`config.mk`:
```
export PLATFORM = sky130hd
export DESIGN_NAME = opmode_reg
export DESIGN_NICKNAME = d
export VERILOG_FILES = /design/src/rtl/opmode_pkg.sv /design/src/rtl/opmode_pin_decode.sv /design/src/rtl/opmode_wr_policy.sv /design/src/rtl/opmode_rom_window.sv /design/src/rtl/opmode_reg.sv
export SDC_FILE = /design/constraint.sdc
export NUM_CORES = 1
export LEC_CHECK = 0
export BUFFER_PORTS_ARGS = -buffer_cell sky130_fd_sc_hd__buf_2
export CORE_MARGIN = 3
export CORE_UTILIZATION = 41
export DETAILED_ROUTE_END_ITERATION = 8
export MAX_ROUTING_LAYER = met4
export PLACE_DENSITY = 0.87
export SYNTH_ARGS = -nofsm -noshare
export SYNTH_HDL_FRONTEND = slang
export SYNTH_SLANG_ARGS = --single-unit
```
`constraint.sdc`:
```
create_clock -name clk -period 2.9 [get_ports clk]
set_input_delay 0.29 -clock clk [delete_from_list [all_inputs] [get_ports clk]]
set_output_delay 0.29 -clock clk [all_outputs]
set_load 0.005 [all_outputs]
```
`src/rtl/opmode_pkg.sv`:
```
package opmode_pkg;

    localparam int LOW_W = 5;

    typedef enum logic [1:0] {
        MODE_SINGLE   = 2'b00,
        MODE_EXPANDED = 2'b01,
        MODE_BOOT     = 2'b10,
        MODE_TEST     = 2'b11
    } opmode_e;

    // bit 7 rom_map, bit 6 smod, bit 5 mda, bits 4..0 low storage
    typedef struct packed {
        logic             rom_map;
        logic             smod;
        logic             mda;
        logic [LOW_W-1:0] low;
    } mode_reg_t;

    typedef struct packed {
        mode_reg_t regv;
        logic      mda_lock;
    } mode_state_t;

endpackage

```
`src/rtl/opmode_pin_decode.sv`:
```
module opmode_pin_decode
    import opmode_pkg::*;
(
    input  logic      pin_a,
    input  logic      pin_b,
    output mode_reg_t reset_img
);
    always_comb begin
        reset_img         = '0;
        reset_img.mda     = pin_a;
        reset_img.smod    = ~pin_b;
        reset_img.rom_map = ~pin_b;
    end
endmodule

```
`src/rtl/opmode_wr_policy.sv`:
```
module opmode_wr_policy
    import opmode_pkg::*;
#(
    parameter int DATA_W = 8
) (
    input  mode_reg_t         cur,
    input  logic              lock,
    input  logic [DATA_W-1:0] wdata,
    output mode_reg_t         nxt,
    output logic              nxt_lock
);
    localparam int ROM_BIT  = DATA_W - 1;
    localparam int SMOD_BIT = DATA_W - 2;
    localparam int MDA_BIT  = DATA_W - 3;

    logic special;

    always_comb begin
        special      = cur.smod;
        nxt.low      = wdata[LOW_W-1:0];
        nxt.rom_map  = special ? wdata[ROM_BIT] : cur.rom_map;
        nxt.smod     = special & wdata[SMOD_BIT];
        nxt.mda      = (special || !lock) ? wdata[MDA_BIT] : cur.mda;
        nxt_lock     = lock | ~special;
    end
endmodule

```
`src/rtl/opmode_rom_window.sv`:
```
module opmode_rom_window #(
    parameter int                ADDR_W = 16,
    parameter logic [ADDR_W-1:0] BASE   = 16'hBF00,
    parameter logic [ADDR_W-1:0] LAST   = 16'hBFFF
) (
    input  logic              enable,
    input  logic [ADDR_W-1:0] addr,
    output logic              sel
);
    always_comb begin
        sel = enable && (addr >= BASE) && (addr <= LAST);
    end
endmodule

```
`src/rtl/opmode_reg.sv`:
```
module opmode_reg
    import opmode_pkg::*;
#(
    parameter int                ADDR_W   = 16,
    parameter logic [ADDR_W-1:0] REG_ADDR = 16'h103C,
    parameter logic [ADDR_W-1:0] ROM_BASE = 16'hBF00,
    parameter logic [ADDR_W-1:0] ROM_LAST = 16'hBFFF
) (
    input  logic              clk,
    input  logic              rst_n,
    input  logic              mode_a_i,
    input  logic              mode_b_i,
    input  logic [ADDR_W-1:0] addr_i,
    input  logic [7:0]        wdata_i,
    input  logic              wr_en_i,
    output logic [7:0]        rdata_o,
    output logic [1:0]        mode_o,
    output logic              rom_sel_o
);
    localparam int DATA_W = $bits(mode_reg_t);

    mode_state_t st_d, st_q;
    mode_reg_t   reset_img, pol_nxt;
    logic        pol_lock, wr_hit, reg_hit;

    opmode_pin_decode u_pins (
        .pin_a     (mode_a_i),
        .pin_b     (mode_b_i),
        .reset_img (reset_img)
    );

    opmode_wr_policy #(.DATA_W(DATA_W)) u_policy (
        .cur      (st_q.regv),
        .lock     (st_q.mda_lock),
        .wdata    (wdata_i),
        .nxt      (pol_nxt),
        .nxt_lock (pol_lock)
    );

    opmode_rom_window #(.ADDR_W(ADDR_W), .BASE(ROM_BASE), .LAST(ROM_LAST)) u_rom (
        .enable (st_q.regv.rom_map & st_q.regv.smod),
        .addr   (addr_i),
        .sel    (rom_sel_o)
    );

    always_comb begin
        reg_hit = (addr_i == REG_ADDR);
        wr_hit  = reg_hit && wr_en_i;
        st_d    = st_q;
        if (!rst_n) begin
            st_d.regv     = reset_img;
            st_d.mda_lock = 1'b0;
        end else if (wr_hit) begin
            st_d.regv     = pol_nxt;
            st_d.mda_lock = pol_lock;
        end
    end

    always_ff @(posedge clk) begin
        st_q <= st_d;
    end

    assign rdata_o = reg_hit ? st_q.regv : '0;
    assign mode_o  = {st_q.regv.smod, st_q.regv.mda};
endmodule

```
# Yosys cells after proc, flatten, opt, wreduce, memory -nomap -nowiden
# Cells that the tools add are included.
# W data, S select, Z words.
# word_totals
ff_bits	9
wordCells	28
out_inout_bits	11
input_bits	29
# op_classes
order_cmp	2
n_mux	5
n_reduce_logical	7
n_bitwise	5
eq_ne	4
# ops
op	n
$mux W9	2
$eq A16 B13 Y1 const B	1
$ge A16 B16 Y1 const B	1
$le A16 B16 Y1 const B	1
$mux W8	1
$ne A2 B1 Y1 const B	3
$reduce_and A2 Y1	2
$logic_and A1 B1 Y1	3
$and A1 B1 Y1	2
$mux W1	2
$not A1 Y1	2
$logic_not A1 Y1	1
$logic_or A1 B1 Y1	1
$or A1 B1 Y1	1

# Logic depth before layout (Yosys ltp)
# logic_depth
word_depth	5
mapped_depth	6
mapped_depth_nobuf	4

# By module
# Synthesis repeated with hierarchy kept, for this count alone.
# hier_totals
cells_unflattened	65
area_unflattened_um2	705.7
# by_module_without_submodules
module	seq_area_each_um2	area_per_inst_um2	cells_per_inst	n_inst
opmode_reg	260.2	536.8	42	1
opmode_wr_policy	0.0	82.6	10	1
opmode_pin_decode	0.0	60.1	9	1
opmode_rom_window	0.0	26.3	4	1

# Worst setup path before layout
# OpenSTA, ideal clock, no wires.
# synth_timing
kind	input-to-reg
from	input addr_i[6]
to	register st_q (netlist bit mode_o[0]), enable pin
stages	6
n_path_buf	2
required_ns	2.598
t_arrival_ns	1.171
setup_time_ns	0.302
path_slack_ns	1.427
cell_sequence	nor4b_2 > and4_1 > buf_4 > nand2_4 > buf_6 > o21ai_1
# synth_between
elab_chain_len	4
# synth_rtl
item	line_no	rtl
from (decl)	opmode_reg.sv:13	input logic [ADDR_W-1:0] addr_i,
$eq A16 B13 Y1	opmode_reg.sv:47	reg_hit = (addr_i == REG_ADDR);
$logic_and A1 B1 Y1	opmode_reg.sv:48	wr_hit = reg_hit && wr_en_i;
$ne A2 B1 Y1 (no line)	-	
$reduce_and A2 Y1 (no line)	-	
to (signal assigned)	opmode_reg.sv:60	st_q <= st_d;
to (decl)	opmode_reg.sv:22	mode_state_t st_d, st_q;
# No other way between the ends.
# A chain may end at the register's enable or synchronous reset.

# Worst setup path in the final report
# layout_timing
from	input addr_i[0]
to	output rdata_o[4]
# layout_between
elab_chain_len	2
# layout_rtl
item	line_no	rtl
$eq A16 B13 Y1	opmode_reg.sv:47	
$mux W8	opmode_reg.sv:63	assign rdata_o = reg_hit ? st_q.regv : '0;
to (decl)	opmode_reg.sv:16	output logic [7:0] rdata_o,
# No other way between the ends.

==> metrics.txt <==
Net Sw Frac 0.230; Die W 42.4 um; post-route ant nets 0; Post-Place Worst Slack 1.11 ns; WL/cell 11.1 um; top cell type by total area after synthesis dfxtp_1; Final nets 128; CP Buf/Inv Count 2; critical path endpoint category output port; Skew-Pair Late Insertion Delay 0.26 ns; combinational share of power 0.134; post_cts resized 0; Core Box Area 1170 um2; DRC Markers 0; setup bufs post-CTS 0; Overall Global Routing Usage 0.162; Max Slew Vio Count 0; setup TNS 0 ns; RSZ-0062 raised after global routing false; worst min path class input port to flip-flop; CP max stage delay 0.47 ns; DIE AREA 1800 um2; register area share after synthesis 0.387; # clock sinks 9; layout cell share with drive strength beyond 1 0.449; clk buf depth 2; grt ovf 0; ant diodes 0; pwr dens 364 nW/um2; CP arrival 1.44 ns; Max Freq 577 MHz; first-pass iteration count of the detailed router 4; CP Cell Sequence buf_2, nor4bb_1, and4_1, and2_1, buf_2; Pwr Total 0.000270 W; initial antenna violation count 0; hpwl dp 980 um; Leakage 0.402 nW; synth top area cells dfxtp_1 22%, edfxtp_1 17%, and2_1 9.2%; Die H 42.4 um; Yosys top cell area share 0.221; port bufs 39; Iteration-0 DRC Markers 6; number of global-route vias before repair 520; Area Overhead vs Synth 36.4%; Worst-path clk slew 0.06 ns; slowest CP cell and4_1; Final setup violation count 0; Synth Instances 61; Critical Path Source Type input port; Fin. Hold Viols 0; Post-Syn Nets 90; H-tree levels 1; first-pass GRT wire length 2160 um; CP Max Fanout 10; crit-path leading delay family simple AND/OR/NAND/NOR gates; Worst Setup Path Type input port to output port; Netlist cell types 21; IO Pins 40; Cell Area, Synth 543 um2; Rows 12; final worst path period need 1.73 ns; Most common cell on crit path buf_2; Final Cycle Share 0.598; CTS Buf Count 3; CTS tree built; largest net degree at the start of global routing 21; hold buffers post-CTS 0; root buffer cell clkbuf_4; Req. time, crit path 2.61 ns; Starting Density 0.464; Sequential Power Share 0.506; peak supply drop 0.380 mV; Clock Power Share 0.360; vias per inst 4.94; cell-internal power 0.000207 W; #FFs+latches synth 9; final wirelength 1250 um; syn_area_per_cell 8.90 um2; max-cap violations 0; status finished clean; Hold Slack 0.268 ns; worst-margin pin slew 0.360 ns; Slew Limit Headroom 0.760; Synth Warn # 0; PnR worst setup slack 1.17 ns; P_sw 0.0000621 W; GPL Wtd Cong 0.710; Worst Skew 0.00434 ns; via count 553
worst min-delay path, cell delays in order:
cell and delay [ns]:
buf_2 0.10, nand2_1 0.04, mux2i_1 0.05
per-layer routing:
layer  GRT usage  routed length, um
met5           -                  0
met4      0.0932                 18
met3      0.0515                176
met2       0.243                542
met1       0.188                508
worst paths after layout:
kind,startpoint,end,slack (ns),cells after the start
worst min-delay path,wdata_i[4],st_q[5]$_SDFFE_PN0P_,0.27,3
worst min register to register,st_q[5]$_SDFFE_PN0P_,st_q[5]$_SDFFE_PN0P_,0.46,2
worst max-delay path,addr_i[0],rdata_o[4],1.17,5
worst max register to register,mode_o[1]$_DFFE_PP_,st_q[8]$_DFFE_PP_,1.96,2
synth_stat cells (all sizes together):
cell type / n
and4: 1
clkbuf: 2
nor4b: 2
nor4bb: 2
dfxtp: 6
buf: 4
inv: 2
a31oi: 1
edfxtp: 3
mux2i: 5
nand3: 1
nor2b: 2
nand4: 2
nor4: 1
o22ai: 3
nand2: 14
o21ai: 2
and2: 8
layout make-up:
| cell class | count | area (um2) |
|---|---|---|
| fillers | 105 | 430 |
| multi-input cells | 44 | 284 |
| flip-flops and latches | 9 | 210 |
| repair buffers | 39 | 195 |
| clock buffers | 4 | 26.3 |
| well taps | 14 | 17.5 |
| inverters | 2 | 7.51 |
through the flow:
step                std cells  instance area [um2]   util
floorplan                  61                  543      -
global placement          108                  714  0.610
detailed placement        108                  714  0.610
CTS                       112                  741  0.632
global route              112                  741  0.632
finish                    112                  741  0.632
power groups by stage:
stage,logic [W],registers [W],clock network [W]
after global placement,0.0000350,0.000139,0
after floorplan,0.0000153,0.000139,0
final,0.0000361,0.000136,0.0000971
after CTS,0.0000362,0.000136,0.000102
after global routing,0.0000410,0.000137,0.000112
after detailed placement,0.0000361,0.000139,0
flip-flops by register name, summed over array words and instances, names as in the netlist:
| name | flops |
|---|---|
| mode_o | 2 |
| st_q | 7 |
cells in the final DEF, fill, tap and decap left out:
master and instances:
nand4_1 2, edfxtp_1 3, and2_1 8, clkbuf_4 3
a31oi_1 1, o22ai_1 3, nor4bb_1 2, nor2b_1 2
nor4b_2 1, nor4_1 1, and4_1 1, nor4b_1 1
o21ai_1 2, buf_2 39, nand2_4 1, mux2i_1 5
dfxtp_1 6, clkbuf_1 1, nand2_1 13, nand3_1 1
inv_1 2
logic make-up after synthesis:
logic type      share of synthesized area
simple gates                        0.366
flops                               0.387
buf+inv                            0.0899
mux                                0.0922
compound gates                     0.0645
No activity file was read; power rests on OpenSTA's default activity.
